**config.mk**
```make
export PLATFORM = sky130hd
export DESIGN_NAME = devctl_regs
export DESIGN_NICKNAME = d
export VERILOG_FILES = /design/src/rtl/devctl_pkg.sv /design/src/rtl/devctl_rst_sync.sv /design/src/rtl/devctl_decode.sv /design/src/rtl/devctl_cfg_reg.sv /design/src/rtl/devctl_pm_ctrl.sv /design/src/rtl/devctl_sl_reg.sv /design/src/rtl/devctl_regs.sv
export SDC_FILE = /design/constraint.sdc
export NUM_CORES = 1
export LEC_CHECK = 0
export BUFFER_PORTS_ARGS = -buffer_cell sky130_fd_sc_hd__buf_2
export CORE_ASPECT_RATIO = 0.9
export CORE_MARGIN = 3
export CORE_UTILIZATION = 43
export CTS_CLUSTER_DIAMETER = 100
export CTS_CLUSTER_SIZE = 12
export DETAILED_ROUTE_END_ITERATION = 10
export HOLD_SLACK_MARGIN = 0.1
export PLACE_DENSITY = 0.77
export SYNTH_ARGS = -nofsm -noshare
export SYNTH_HDL_FRONTEND = slang
export SYNTH_SLANG_ARGS = --single-unit
```
**constraint.sdc**
```tcl
create_clock -name clk -period 1.43 [get_ports clk]
set_input_delay 0.143 -clock clk [delete_from_list [all_inputs] [get_ports clk]]
set_output_delay 0.143 -clock clk [all_outputs]
set_load 0.02 [all_outputs]
```
**src/rtl/devctl_pkg.sv**
```systemverilog
package devctl_pkg;

  localparam int DATA_W = 8;

  // Interface width encodings (legal subset of a 3-bit field)
  localparam logic [2:0] WID_X4  = 3'b010;
  localparam logic [2:0] WID_X8  = 3'b011;
  localparam logic [2:0] WID_X16 = 3'b100;

  // Power states; 2'b10 and 2'b11 are never produced
  localparam logic [1:0] PS_PDN = 2'b00;
  localparam logic [1:0] PS_ACT = 2'b01;

  typedef struct packed {
    logic cfg;
    logic pm;
    logic sl;
  } regsel_t;

  function automatic logic width_legal(input logic [2:0] code);
    return (code == WID_X4) || (code == WID_X8) || (code == WID_X16);
  endfunction

endpackage

```
**src/rtl/devctl_rst_sync.sv**
```systemverilog
module devctl_rst_sync #(
  parameter int STAGES = 2
) (
  input  logic clk,
  input  logic rst_n_in,
  output logic rst_n_out
);

  logic [STAGES-1:0] chain_q;

  always_ff @(posedge clk or negedge rst_n_in) begin
    if (!rst_n_in) chain_q <= '0;
    else           chain_q <= {chain_q[STAGES-2:0], 1'b1};
  end

  assign rst_n_out = chain_q[STAGES-1];

endmodule

```
**src/rtl/devctl_decode.sv**
```systemverilog
module devctl_decode
  import devctl_pkg::*;
#(
  parameter int                ADDR_W   = 8,
  parameter logic [ADDR_W-1:0] CFG_ADDR = 8'h02,
  parameter logic [ADDR_W-1:0] PM_ADDR  = 8'h03,
  parameter logic [ADDR_W-1:0] SL_ADDR  = 8'h04
) (
  input  logic [ADDR_W-1:0] addr,
  input  logic              wr_en,
  input  logic [DATA_W-1:0] cfg_rd,
  input  logic [DATA_W-1:0] pm_rd,
  input  logic [DATA_W-1:0] sl_rd,
  output regsel_t           wsel,
  output logic [DATA_W-1:0] rd_data
);

  regsel_t hit;

  always_comb begin
    hit.cfg = (addr == CFG_ADDR);
    hit.pm  = (addr == PM_ADDR);
    hit.sl  = (addr == SL_ADDR);
  end

  assign wsel = wr_en ? hit : '0;

  always_comb begin
    rd_data = '0;
    if (hit.cfg) rd_data = cfg_rd;
    if (hit.pm)  rd_data = pm_rd;
    if (hit.sl)  rd_data = sl_rd;
  end

endmodule

```
**src/rtl/devctl_cfg_reg.sv**
```systemverilog
module devctl_cfg_reg
  import devctl_pkg::*;
(
  input  logic              clk,
  input  logic              rst_n,
  input  logic              wr,
  input  logic [3:0]        wdata,
  output logic [2:0]        width_code,
  output logic              serload_en,
  output logic [DATA_W-1:0] rd_val
);

  logic [2:0] width_q, width_d;
  logic       sle_q, sle_d;
  logic       width_ce;

  assign width_ce = wr && width_legal(wdata[2:0]);

  always_comb begin
    width_d = width_q;
    sle_d   = sle_q;
    if (width_ce) width_d = wdata[2:0];
    if (wr)       sle_d   = wdata[3];
  end

  always_ff @(posedge clk or negedge rst_n) begin
    if (!rst_n) begin
      width_q <= WID_X16;
      sle_q   <= 1'b0;
    end else begin
      width_q <= width_d;
      sle_q   <= sle_d;
    end
  end

  assign width_code = width_q;
  assign serload_en = sle_q;
  assign rd_val     = {4'b0000, sle_q, width_q};

endmodule

```
**src/rtl/devctl_pm_ctrl.sv**
```systemverilog
module devctl_pm_ctrl
  import devctl_pkg::*;
(
  input  logic              clk,
  input  logic              rst_n,
  input  logic              wr,
  input  logic              exit_bit,
  input  logic              pdn_cmd,
  output logic [1:0]        pwr_state,
  output logic              exit_pulse,
  output logic [DATA_W-1:0] rd_val
);

  logic [1:0] state_q, state_d;
  logic       pulse_q, pulse_d;
  logic       exit_req;

  assign exit_req = wr && exit_bit && (state_q == PS_PDN) && !pdn_cmd;

  always_comb begin
    state_d = state_q;
    if (pdn_cmd)       state_d = PS_PDN;
    else if (exit_req) state_d = PS_ACT;
    pulse_d = exit_req;
  end

  always_ff @(posedge clk or negedge rst_n) begin
    if (!rst_n) begin
      state_q <= PS_PDN;
      pulse_q <= 1'b0;
    end else begin
      state_q <= state_d;
      pulse_q <= pulse_d;
    end
  end

  assign pwr_state  = state_q;
  assign exit_pulse = pulse_q;
  assign rd_val     = {2'b00, state_q, 4'b0000};

endmodule

```
**src/rtl/devctl_sl_reg.sv**
```systemverilog
module devctl_sl_reg
  import devctl_pkg::*;
(
  input  logic              clk,
  input  logic              rst_n,
  input  logic              wr,
  input  logic [DATA_W-1:0] wdata,
  output logic [DATA_W-1:0] sl_byte,
  output logic              sl_push,
  output logic [DATA_W-1:0] rd_val
);

  logic [DATA_W-1:0] data_q, data_d;
  logic              push_q, push_d;

  always_comb begin
    data_d = data_q;
    if (wr) data_d = wdata;
    push_d = wr;
  end

  always_ff @(posedge clk or negedge rst_n) begin
    if (!rst_n) begin
      data_q <= '0;
      push_q <= 1'b0;
    end else begin
      data_q <= data_d;
      push_q <= push_d;
    end
  end

  assign sl_byte = data_q;
  assign sl_push = push_q;
  assign rd_val  = data_q;

endmodule

```
**src/rtl/devctl_regs.sv**
```systemverilog
module devctl_regs
  import devctl_pkg::*;
#(
  parameter int         ADDR_W      = 8,
  parameter logic [7:0] CFG_ADDR    = 8'h02,
  parameter logic [7:0] PM_ADDR     = 8'h03,
  parameter logic [7:0] SL_ADDR     = 8'h04,
  parameter int         SYNC_STAGES = 2
) (
  input  logic              clk,
  input  logic              rst_n,
  input  logic [ADDR_W-1:0] reg_addr,
  input  logic              wr_en,
  input  logic [DATA_W-1:0] wr_data,
  output logic [DATA_W-1:0] rd_data,
  input  logic              pdn_cmd,
  output logic [2:0]        width_code,
  output logic              serload_en,
  output logic [1:0]        pwr_state,
  output logic              exit_pulse,
  output logic [DATA_W-1:0] sl_byte,
  output logic              sl_push
);

  logic              rst_n_int;
  regsel_t           wsel;
  logic [DATA_W-1:0] cfg_rd, pm_rd, sl_rd;

  devctl_rst_sync #(.STAGES(SYNC_STAGES)) u_rst (
    .clk      (clk),
    .rst_n_in (rst_n),
    .rst_n_out(rst_n_int)
  );

  devctl_decode #(
    .ADDR_W  (ADDR_W),
    .CFG_ADDR(CFG_ADDR[ADDR_W-1:0]),
    .PM_ADDR (PM_ADDR[ADDR_W-1:0]),
    .SL_ADDR (SL_ADDR[ADDR_W-1:0])
  ) u_dec (
    .addr   (reg_addr),
    .wr_en  (wr_en),
    .cfg_rd (cfg_rd),
    .pm_rd  (pm_rd),
    .sl_rd  (sl_rd),
    .wsel   (wsel),
    .rd_data(rd_data)
  );

  devctl_cfg_reg u_cfg (
    .clk       (clk),
    .rst_n     (rst_n_int),
    .wr        (wsel.cfg),
    .wdata     (wr_data[3:0]),
    .width_code(width_code),
    .serload_en(serload_en),
    .rd_val    (cfg_rd)
  );

  devctl_pm_ctrl u_pm (
    .clk       (clk),
    .rst_n     (rst_n_int),
    .wr        (wsel.pm),
    .exit_bit  (wr_data[0]),
    .pdn_cmd   (pdn_cmd),
    .pwr_state (pwr_state),
    .exit_pulse(exit_pulse),
    .rd_val    (pm_rd)
  );

  devctl_sl_reg u_sl (
    .clk    (clk),
    .rst_n  (rst_n_int),
    .wr     (wsel.sl),
    .wdata  (wr_data),
    .sl_byte(sl_byte),
    .sl_push(sl_push),
    .rd_val (sl_rd)
  );

endmodule

```
---- Word-level counts from Yosys, hierarchy flattened ----
Index checks and enable logic that the tools add are counted.
storage, ports and cells
  register bits ........................... 18
  output and inout bits ................... 24
  logic and storage cells ................. 28
operators by class
  equal/unequal tests ..................... 6
  muxes and demuxes ....................... 6
  reduce and logical (&&, ||, !) cells .... 9
operator list
  kind                                                 count
  equality test 8 x 2 -> 1 bit, second input constant  2
  equality test 8 x 3 -> 1 bit, second input constant  1
  two-way mux 8 bit                                    1
  equality test 3 x 2 -> 1 bit, second input constant  2
  two-way mux 6 bit                                    1
  logical AND 1 bit                                    4
  two-way mux 2 bit                                    2
  two-way mux 4 bit                                    1
  equality test 3 bit, second input constant           1
  two-way mux 3 bit                                    1
  zero test 2 bit                                      1
  logical OR 1 bit                                     2
  nonzero test 2 bit                                   1
  zero test 1 bit                                      1

---- Logic depth before layout (Yosys ltp) ----
Gate-level depths: netlist (run 1).
  depth in word-level cells ............... 7
  gate-level depth with buffers ........... 4

---- Hierarchy ----
From an unflattened synthesis (run 1), not the netlist that was laid out.
second synthesis, totals
  cells, all modules ...................... 110
  area total of the unflattened synthesis .. 1,167.4 um^2
by module, submodules not included
  module           times used  cells an instance  area an instance (um^2)
  devctl_sl_reg    1           26                 416.6
  devctl_decode    1           38                 282.8
  devctl_cfg_reg   1           27                 270.3
  devctl_pm_ctrl   1           16                 143.9
  devctl_rst_sync  1           3                  53.8

---- Least setup slack after synthesis (run 1) ----
Ideal clock, no wire load.
  kind .................................... input -> output
  start point ............................. input reg_addr[5]
  end point ............................... output rd_data[0]
  data arrival time ....................... 1.133 ns
  setup slack ............................. 0.154 ns
  stages .................................. 3
  cells stage by stage .................... nor4_4 nand2_1 nor2_1
between the ends
  longest elaborated chain between the ends .. 4
  elaborated cells on any way between the ends .. 6
RTL lines
  item                          RTL line             source
  from (decl)                   devctl_regs.sv:12    input logic [ADDR_W-1:0] reg_addr,
  equality test 8 x 2 -> 1 bit  devctl_decode.sv:21  hit.cfg = (addr == CFG_ADDR);
  two-way mux 4 bit             devctl_decode.sv:30  if (hit.cfg) rd_data = cfg_rd;
  two-way mux 6 bit             devctl_decode.sv:31  if (hit.pm) rd_data = pm_rd;
  two-way mux 8 bit *           devctl_decode.sv:32  if (hit.sl) rd_data = sl_rd;
  to (decl)                     devctl_regs.sv:15    output logic [DATA_W-1:0] rd_data,
Every way passes the cells marked *; elsewhere a longest branch is shown, timed or not.

---- Worst setup path after layout (run 1) ----
  start point ............................. input reg_addr[5]
  end point ............................... output rd_data[7]
between the ends
  longest elaborated chain between the ends .. 2
RTL lines
  item                          RTL line             source
  equality test 8 x 3 -> 1 bit  devctl_decode.sv:23  hit.sl = (addr == SL_ADDR);
  two-way mux 8 bit             devctl_decode.sv:32
Every way passes these cells.

==> results of run 1 <==
[layout make-up]
class / count / area (um^2) / area share
inverters: 4 / 15.0 / 0.0123
multi-input cells: 49 / 392 / 0.320
repair buffers: 55 / 332 / 0.271
well taps: 24 / 30.0 / 0.0245
clock buffers: 3 / 22.5 / 0.0184
flip-flops and latches: 17 / 427 / 0.348
clock inverters: 1 / 7.51 / 0.00613
[Yosys cell counts (2+ instances only)]
library cell  count  area, um^2
conb_1            2        7.51
nand2_1           3        11.3
mux2_2            9         101
dfrtp_1          16         400
a22oi_1           5        37.5
a41o_2            3        33.8
inv_1             4        15.0
and2_1            3        18.8
nor2_1            7        26.3
nor2b_1           3        18.8
[registers in the layout (all words and copies together), names as in the netlist]
signal            flops
u_sl.rd_val           8
u_cfg.serload_en      1
u_rst.chain_q         2
u_pm.exit_pulse       1
u_cfg.width_code      3
u_sl.sl_push          1
u_pm.pwr_state        1
[layer usage]
layer  GRT usage  vias to the layer above  routed length [um]  share of wire
li1            -                      375                   -              -
met1       0.192                      411                 821           0.38
met2       0.332                       26                1160           0.53
met3      0.0717                        6                 142          0.065
met4      0.0765                        0                  48          0.022
met5           0                        -                   0              0
[power by group]
group          internal, mW  switching [mW]
Clock                 0.107           0.162
Combinational        0.0685          0.0726
Sequential            0.496          0.0181
Total                 0.671           0.253
[worst max-delay path, stage by stage]
cell and delay [ns]:
buf_2 0.11, nor4_4 0.28, buf_6 0.17, and3_2 0.21, and2_1 0.14, buf_2 0.16
[repair_timing]
action,4_1_cts,5_1_grt
gates resized for setup,0,2
buffers inserted,0,3
endpoints found under the hold margin,11,0
hold buffers,8,0
endpoints found under the setup margin,0,2
[final timing paths]
path / slack, ns / end / startpoint / depth (start not counted)
min in group asynchronous: 0.15 / u_rst.chain_q[0] / rst_n / 2
max in group asynchronous: 0.78 / u_sl.sl_push / u_rst.chain_q[1] / 0
setup reg to reg: 0.53 / u_cfg.width_code[2] / u_cfg.width_code[2] / 2
setup / recovery: 0.06 / rd_data[7] / reg_addr[5] / 6
hold / removal: 0.14 / u_sl.rd_val[0] / wr_data[0] / 2
hold reg to reg: 0.24 / u_sl.rd_val[2] / u_rst.chain_q[1] / 0
[cells by family after synthesis]
| family | count (synthesis) | share of synthesized area |
|---|---|---|
| AOI/OAI and AO/OA | 12 | 0.122 |
| xor gates and xnor gates | 1 | 0.0104 |
| buffers and inverters | 6 | 0.0313 |
| DFF | 17 | 0.508 |
| muxes | 9 | 0.121 |
| other | 2 | 0.00895 |
| and+or+nand+nor | 25 | 0.198 |
[metrics by stage]
step	area, um^2	utilization	std cells	hold WS, ns	setup slack, ns
after detailed placement	1080	0.619	138	-0.0686	0.0555
final	1220	0.699	153	0.144	0.0629
after CTS	1190	0.681	150	0.123	0.0630
after global placement	1080	0.619	138	-0.0732	0.0925
after global routing	1220	0.699	153	0.121	0.0152
after floorplan	840	-	72	-0.153	0.154
==> run_results.csv, run 1 <==
group,metric,value,unit
sta,slew_headroom,0.592,
cells_and_area,fin_nets,150,
synthesis,netlist_area,840,um^2
global_route,grt_overflow,0,
placement,hpwl,1570,um
floorplan,row_count,14,
clocking,htree_levels,1,
sta,rsz0062_at_grt,"no",
cells_and_area,mostFrequentLayoutCells,"buf_2, dfrtp_1, mux2_2",
route,wire_per_inst,14.2,um
synthesis,postSynthAreaPerCell,11.7,um^2
power,power_density,755,nW/um^2
global_route,gr-usage-all-layers,0.182,
worst_setup_path,critical_path_class,"input port to output port",
route,viasPerCell,5.35,
power,vdd_drop_max,677,uV
synthesis,synthCells,72,
floorplan,die_w,52.6,um
cells_and_area,drive_gt1_frac,0.527,
worst_setup_path,arrival,1.22,ns
clocking,root_buffer,"clkbuf_4",
power,p_leak,0.657,nW
worst_setup_path,endpoint_kind,"output port",
clocking,tritoncts,"built",
sta,skew,0.0107,ns
synthesis,synth_nets,92,
clocking,numCtsBuffers,3,
sta,fmax,0.731,GHz
global_route,grt_pass1_vias,682,
cells_and_area,final_common_cell,"buf_2",
synthesis,synth_ff_type,"dfrtp_1",
sta,final.min_clock_period,1.37,ns
sta,setup_viol,0,
floorplan,core_area,1750,um^2
power,p_total,0.925,mW
outcome,status,"finished, final reports clean",
synthesis,ys_types,27,
route,wirelength,2170,um
synthesis,ys_seq_elements,17,
floorplan,die_h,47.9,um
route,drc,0,
job,drv_cap,0,
synthesis,ys_warn_count,0,
sta,post-route-period-util,0.956,
placement,io_buffers,42,
clocking,cts.clk_slew.worst_paths,0.10,ns
synthesis,synth_async_sr_flop_share,1.00,
sta,drv_slew,0,
sta,fin_setup_tns,0,ns
route,vias,818,
global_route,grt_max_degree,16,
worst_setup_path,worst-endpoint-required,1.29,ns
synthesis,synth-seq-area-share,0.508,
synthesis,synth_edf_count,0,
placement,place.gp.congestion,0.827,
route,drt_iter0_markers,8,
global_route,grt_pass1_wl,3150,um
global_route,antenna_found_initial,0,
clocking,cts.sinks,17,
route,firstDrtPassIters,4,
route,ant_nets,0,
floorplan,start_util,0.479,
floorplan,io_pins,44,
sta,hold_viol,0,
sta,worst_pin_slew,0.612,ns
worst_setup_path,path_max_fanout,9,
cells_and_area,nFillCells,139,
floorplan,die_area,2520,um^2
cells_and_area,num_antenna_cells,0,
min_path,hold_path_class,"input port to flip-flop",
worst_setup_path,cp-start-kind,"input port",
clocking,clk_path_buf_depth,2,
clocking,insertion_delay,0.30,ns
cells_and_area,syn_to_final_growth,45.9,%
Note: power is estimated with default switching activity, not from simulation.
==> inputs of run 2 (changes only) <==
- CORE_UTILIZATION: 43 -> 48
- PLACE_DENSITY: 0.77 -> 0.78
- SYNTH_HIERARCHICAL: unset -> 1
==> run 2 against run 1 <==
Net effect: critical path depth down 3; die area up 21%; sequential power about the same; non-clock buffer count up 4; via count up 7.0%; clock power down 6%; worst hold slack worse by 0.0066 ns; clock-buffer cell count up 1; wire length up 11%; core utilization down 6.5 points; critical endpoint is now rd_data[2]; largest cell class is now multi-input gates.
==> run_results.csv, run 2 <==
group,metric,value,unit
outcome,status,"finished, final reports clean",
placement,dp_cells,169,
clocking,tritoncts,"built",
cells_and_area,stdcell_count,183,
synthesis,synth-seq-area-share,0.365,
synthesis,netlist_area,1170,um^2
worst_setup_path,r2r-end,"u_cfg/width_code[2]",
floorplan,die_area,3060,um^2
cells_and_area,final_cell_area,1420,um^2
route,wirelength,2410,um
sta,hold_viol,0,
sta,setup_viol,0,
worst_setup_path,reg2reg_depth,3,
sta,slew_headroom,0.585,
sta,worst_pin_slew,0.622,ns
placement,hpwl,1890,um
power,swShare,0.261,
global_route,grt_max_degree,16,
power,p_sw,0.244,mW
sta,fmax,0.712,GHz
floorplan,die_w,58.0,um
job,drv_cap,0,
synthesis,yosysMostFrequentCell,"buf_4",
cells_and_area,syn_to_final_growth,21.8,%
route,firstDrtPassIters,4,
synthesis,synthCells,110,
power,p_clk_frac,0.271,
worst_setup_path,cp_slowest_stage_delay,0.55,ns
synthesis,yosysTopAreaCell,"dfrtp_1",
clocking,cts.sinks,17,
route,viasPerCell,4.78,
global_route,gr-usage-all-layers,0.159,
worst_setup_path,endpoint_kind,"output port",
clocking,insertion_delay,0.29,ns
power,p_total,0.933,mW
synthesis,ys_warn_count,6,
worst_setup_path,reg2reg_slack,0.49,ns
sta,final.setup.worst_slack,0.0255,ns
worst_setup_path,slowest_stage,"dfstp_2",
power,p_leak,0.747,nW
placement,io_buffers,42,
cells_and_area,largest_reg_flops,8,
route,vias,875,
clocking,htree_levels,1,
sta,rsz0062_at_grt,"yes",
cells_and_area,drive_gt1_frac,0.481,
synthesis,yosys-top-cells-count,"buf_4, dfrtp_1, nand2_1",
synthesis,synth.area.top_cells,"dfrtp_1, buf_4, mux2_4",
floorplan,io_pins,44,
synthesis,synth_top_area_frac,0.343,
cells_and_area,final_common_cell,"buf_2",
floorplan,die_h,52.8,um
sta,final.min_clock_period,1.40,ns
route,wire_per_inst,13.2,um
synthesis,ys_types,33,
sta,drv_slew,0,
floorplan,core_area,2240,um^2
worst_setup_path,path_depth,3,
worst_setup_path,cp-endpoint,"rd_data[2]",
worst_setup_path,arrival,1.26,ns
worst_setup_path,critical_path_class,"flip-flop to output port",
synthesis,ys_seq_elements,17,
placement,place.gp.congestion,0.776,
power,comb_power_share,0.177,
worst_setup_path,cp_num_buf_inv,1,
clocking,clk_path_buf_depth,2,
clocking,root_buffer,"clkbuf_4",
worst_setup_path,reg2reg_from,"u_cfg/width_code[2]",
worst_setup_path,path_max_fanout,3,
floorplan,start_util,0.521,
worst_setup_path,cp-start-kind,"flip-flop",
synthesis,postSynthAreaPerCell,10.6,um^2
sta,skew,0.00950,ns
clocking,numCtsBuffers,3,
power,power_density,657,nW/um^2
cells_and_area,fin_nets,177,
synthesis,synth_ff_type,"dfrtp_1",
placement,post_dp_cell_area,1290,um^2
global_route,grt_pass1_vias,818,
route,drt_iter0_markers,9,
sta,post-route-period-util,0.982,
floorplan,row_count,16,
route,ant_nets,0,
global_route,grt_overflow,0,
synthesis,synth_edf_count,0,
cells_and_area,final_util,0.634,
sta,fin_setup_tns,0,ns
min_path,hold_path_class,"input port to flip-flop",
clocking,cts.clk_slew.worst_paths,0.10,ns
global_route,antenna_found_initial,0,
worst_setup_path,worst-endpoint-required,1.29,ns
power,intPower,0.689,mW
worst_setup_path,critical_path.top_delay_family,"flip-flops",
power,pwr-share-seq,0.552,
cells_and_area,num_antenna_cells,0,
placement,post-place-ws,0.0475,ns
route,drc,0,
cells_and_area,mostFrequentLayoutCells,"buf_2, dfrtp_1, buf_4, conb_1, nand2_1",
cells_and_area,nFillCells,196,
worst_setup_path,crit_chain,"mux2i_1, o22ai_1, buf_4",
global_route,grt_pass1_wl,3640,um
worst_setup_path,critPathLaunch,"u_cfg/width_code[2]",
power,vdd_drop_max,530,uV
synthesis,synth_async_sr_flop_share,1.00,
sta,fin_hold_ws,0.138,ns
run 2: worst min path at each step:
stage	from	to	slack [ns]	cells past startpoint
2_1_floorplan	rst_n	u_rst/chain_q[0]	-0.15	0
3_3_place_gp	rst_n	u_rst/chain_q[0]	-0.07	1
5_1_grt	wr_data[0]	u_pm/exit_pulse	0.13	3
4_1_cts	wr_data[0]	u_pm/exit_pulse	0.13	3
6_report	wr_data[0]	u_pm/exit_pulse	0.14	3
3_5_place_dp	rst_n	u_rst/chain_q[1]	-0.07	1
run 2: power groups by stage:
stage,logic (mW),clock network [mW],registers (mW)
global route,0.179,0.285,0.519
floorplan,0.125,0,0.522
finish,0.165,0.253,0.515
global placement,0.146,0,0.524
detailed placement,0.150,0,0.526
CTS,0.165,0.267,0.516
run 2: worst reg2reg max path, delay by kind of cell, from the launching register on:
kind                   cells  cell delay, ns
AOI/OAI and AO/OA          1            0.22
buffers and inverters      1            0.12
DFF                        1            0.39
and+or+nand+nor            1            0.15
run 2: cells by family after synthesis:
family	synth area share
and+or+nand+nor	0.181
buffers and inverters	0.186
muxes	0.183
DFF	0.365
AOI/OAI and AO/OA	0.0665
other	0.00965
xor gates and xnor gates	0.00750
run 2: final cells by class:
class                           instances  area, um^2  area share
Inverter                                3        11.3     0.00792
Multi-Input combinational cell         73         561       0.394
Tap cell                               27        33.8      0.0238
Clock buffer                            4        26.3      0.0185
Timing Repair Buffer                   59         363       0.255
Sequential cell                        17         427       0.300
run 2: metal layers:
metal  vias up  GRT usage  wire length, um
li1        436          -                -
met1       405      0.196             1040
met2        28      0.267             1200
met3         6     0.0320              121
met4         0     0.0695               48
met5         -          0                0
run 2: what timing repair did:
| action | 4_1_cts | 5_1_grt |
|---|---|---|
| buffers inserted | 0 | 3 |
| endpoints found under the setup margin | 0 | 4 |
| resized for setup | 0 | 3 |
| hold buffers | 7 | 0 |
| endpoints found under the hold margin | 10 | 0 |
==> inputs of run 3 (changes only) <==
- CORE_UTILIZATION: 48 -> 50
- CTS_BUF_LIST: unset -> sky130_fd_sc_hd__clkbuf_2 sky130_fd_sc_hd__clkbuf_4 sky130_fd_sc_hd__clkbuf_8
- PLACE_DENSITY: 0.78 -> 0.81
==> run 3 against run 2 <==
Net effect: die area shrank 3.6%; sequential power barely moved; core utilization is 6.0 points higher; critical path depth unchanged; clock-buffer cell count is the same; combinational power up 3%; sequential share of layout area decreased by 0.24 points; setup slack better by 0.024 ns; non-clock buffer count rose by 2; flip-flop and latch count stayed put; clock power increased by 4%; total power grew 1.8%; critical endpoint unchanged.
==> run_results.csv, run 3 (synthesis gave the netlist of run 2 again) <==
group,metric,value,unit
route,drc,0,
route,vias,883,
route,ant_nets,0,
global_route,antenna_found_initial,0,
outcome,status,"finished, final reports clean",
global_route,grt_max_degree,16,
cells_and_area,largest_reg_flops,8,
clocking,root_buffer,"clkbuf_4",
clocking,cts.sinks,17,
clocking,numCtsBuffers,3,
floorplan,core_area,2060,um^2
sta,final.setup.worst_slack,0.0499,ns
route,wirelength,2390,um
placement,dp_cells,167,
floorplan,io_pins,44,
global_route,grt_pass1_vias,847,
clocking,insertion_delay,0.29,ns
placement,place.gp.congestion,0.746,
worst_setup_path,path_max_fanout,4,
cells_and_area,num_antenna_cells,0,
clocking,tritoncts,"built",
route,drt_iter0_markers,16,
global_route,grt_pass1_wl,3860,um
placement,post-place-ws,-0.0716,ns
cells_and_area,stdcell_count,183,
placement,hpwl,1860,um
floorplan,row_count,15,
clocking,cts.clk_slew.worst_paths,0.09,ns
global_route,grt_overflow,0,
worst_setup_path,endpoint_kind,"output port",
clocking,htree_levels,1,
clocking,clk_path_buf_depth,2,
cells_and_area,mostFrequentLayoutCells,"buf_2, dfrtp_1, buf_4, conb_1, nand2_1",
sta,post-route-period-util,0.965,
power,power_density,663,nW/um^2
floorplan,start_util,0.565,
route,wire_per_inst,13.0,um
route,firstDrtPassIters,4,
sta,hold_viol,0,
job,drv_cap,0,
power,p_leak,0.760,nW
sta,rsz0062_at_grt,"yes",
sta,setup_viol,0,
sta,fin_hold_ws,0.143,ns
sta,skew,0.00242,ns
floorplan,die_area,2950,um^2
min_path,hold_path_class,"input port to flip-flop",
sta,fmax,0.725,GHz
floorplan,die_w,56.9,um
worst_setup_path,arrival,1.24,ns
worst_setup_path,worst-endpoint-required,1.29,ns
sta,worst_pin_slew,0.585,ns
floorplan,die_h,51.8,um
sta,final.min_clock_period,1.38,ns
placement,io_buffers,42,
cells_and_area,syn_to_final_growth,22.7,%
cells_and_area,final_common_cell,"buf_2",
route,viasPerCell,4.83,
sta,drv_slew,0,
cells_and_area,fin_nets,179,
sta,slew_headroom,0.610,
global_route,gr-usage-all-layers,0.171,
cells_and_area,final_util,0.694,
worst_setup_path,cp-start-kind,"flip-flop",
power,vdd_drop_max,642,uV
worst_setup_path,critical_path_class,"flip-flop to output port",
cells_and_area,drive_gt1_frac,0.494,
-- run 3: where the power goes --
group / switching, mW / internal (mW) / total (mW)
logic: 0.0834 / 0.0869 / 0.170
registers: 0.0184 / 0.496 / 0.515
clock network: 0.137 / 0.127 / 0.264
total: 0.239 / 0.711 / 0.950
-- run 3: per-stage QoR --
stage	cell area [um^2]	total power, mW	setup TNS (ns)
CTS	1390	0.953	0
global placement	1290	0.671	0
detailed placement	1290	0.678	-0.127
floorplan	1200	0.647	0
finish	1430	0.950	0
global route	1430	1.00	-0.0694
-- run 3: worst max-delay path: stages, from the launching register on --
cell and delay (ns):
dfstp_2 0.56, mux2i_1 0.07, o22ai_1 0.15, buf_4 0.16
-- run 3: cell type report --
type	count	area [um^2]
fill	180	632
multi-input combinational	73	561
sequential	17	427
timing repair buffer	61	373
tap	25	31.3
clock buffer	4	30.0
inverter	3	11.3
-- run 3: worst paths after layout --
path                                  endpoint  slack, ns  cells after the start           startpoint
setup / recovery                    rd_data[2]       0.05                      3  u_cfg/width_code[2]
hold reg to reg            u_cfg/width_code[1]       0.24                      0     u_rst/chain_q[1]
setup reg to reg           u_cfg/width_code[2]       0.49                      3  u_cfg/width_code[2]
min in group asynchronous     u_rst/chain_q[0]       0.16                      2                rst_n
max in group asynchronous       u_sl/rd_val[5]       0.81                      0     u_rst/chain_q[1]
hold / removal                 u_pm/exit_pulse       0.14                      3           wr_data[0]
-- run 3: per-layer routing --
metal | part of all wire | vias up | routed length [um] | GRT usage
met5 | 0 | - | 0 | 0
met4 | 0.0054 | 0 | 13 | 0.0463
met3 | 0.074 | 2 | 177 | 0.0422
met2 | 0.49 | 41 | 1160 | 0.293
met1 | 0.43 | 399 | 1040 | 0.216
li1 | - | 441 | - | -
-- run 3: repair_timing --
item,4_1_cts,5_1_grt
pin swaps,0,1
gates resized for setup,0,1
setup buffers,1,4
cloned,0,0
endpoints found under the setup margin,1,3
endpoints found under the hold margin,8,1
hold buffers,6,1
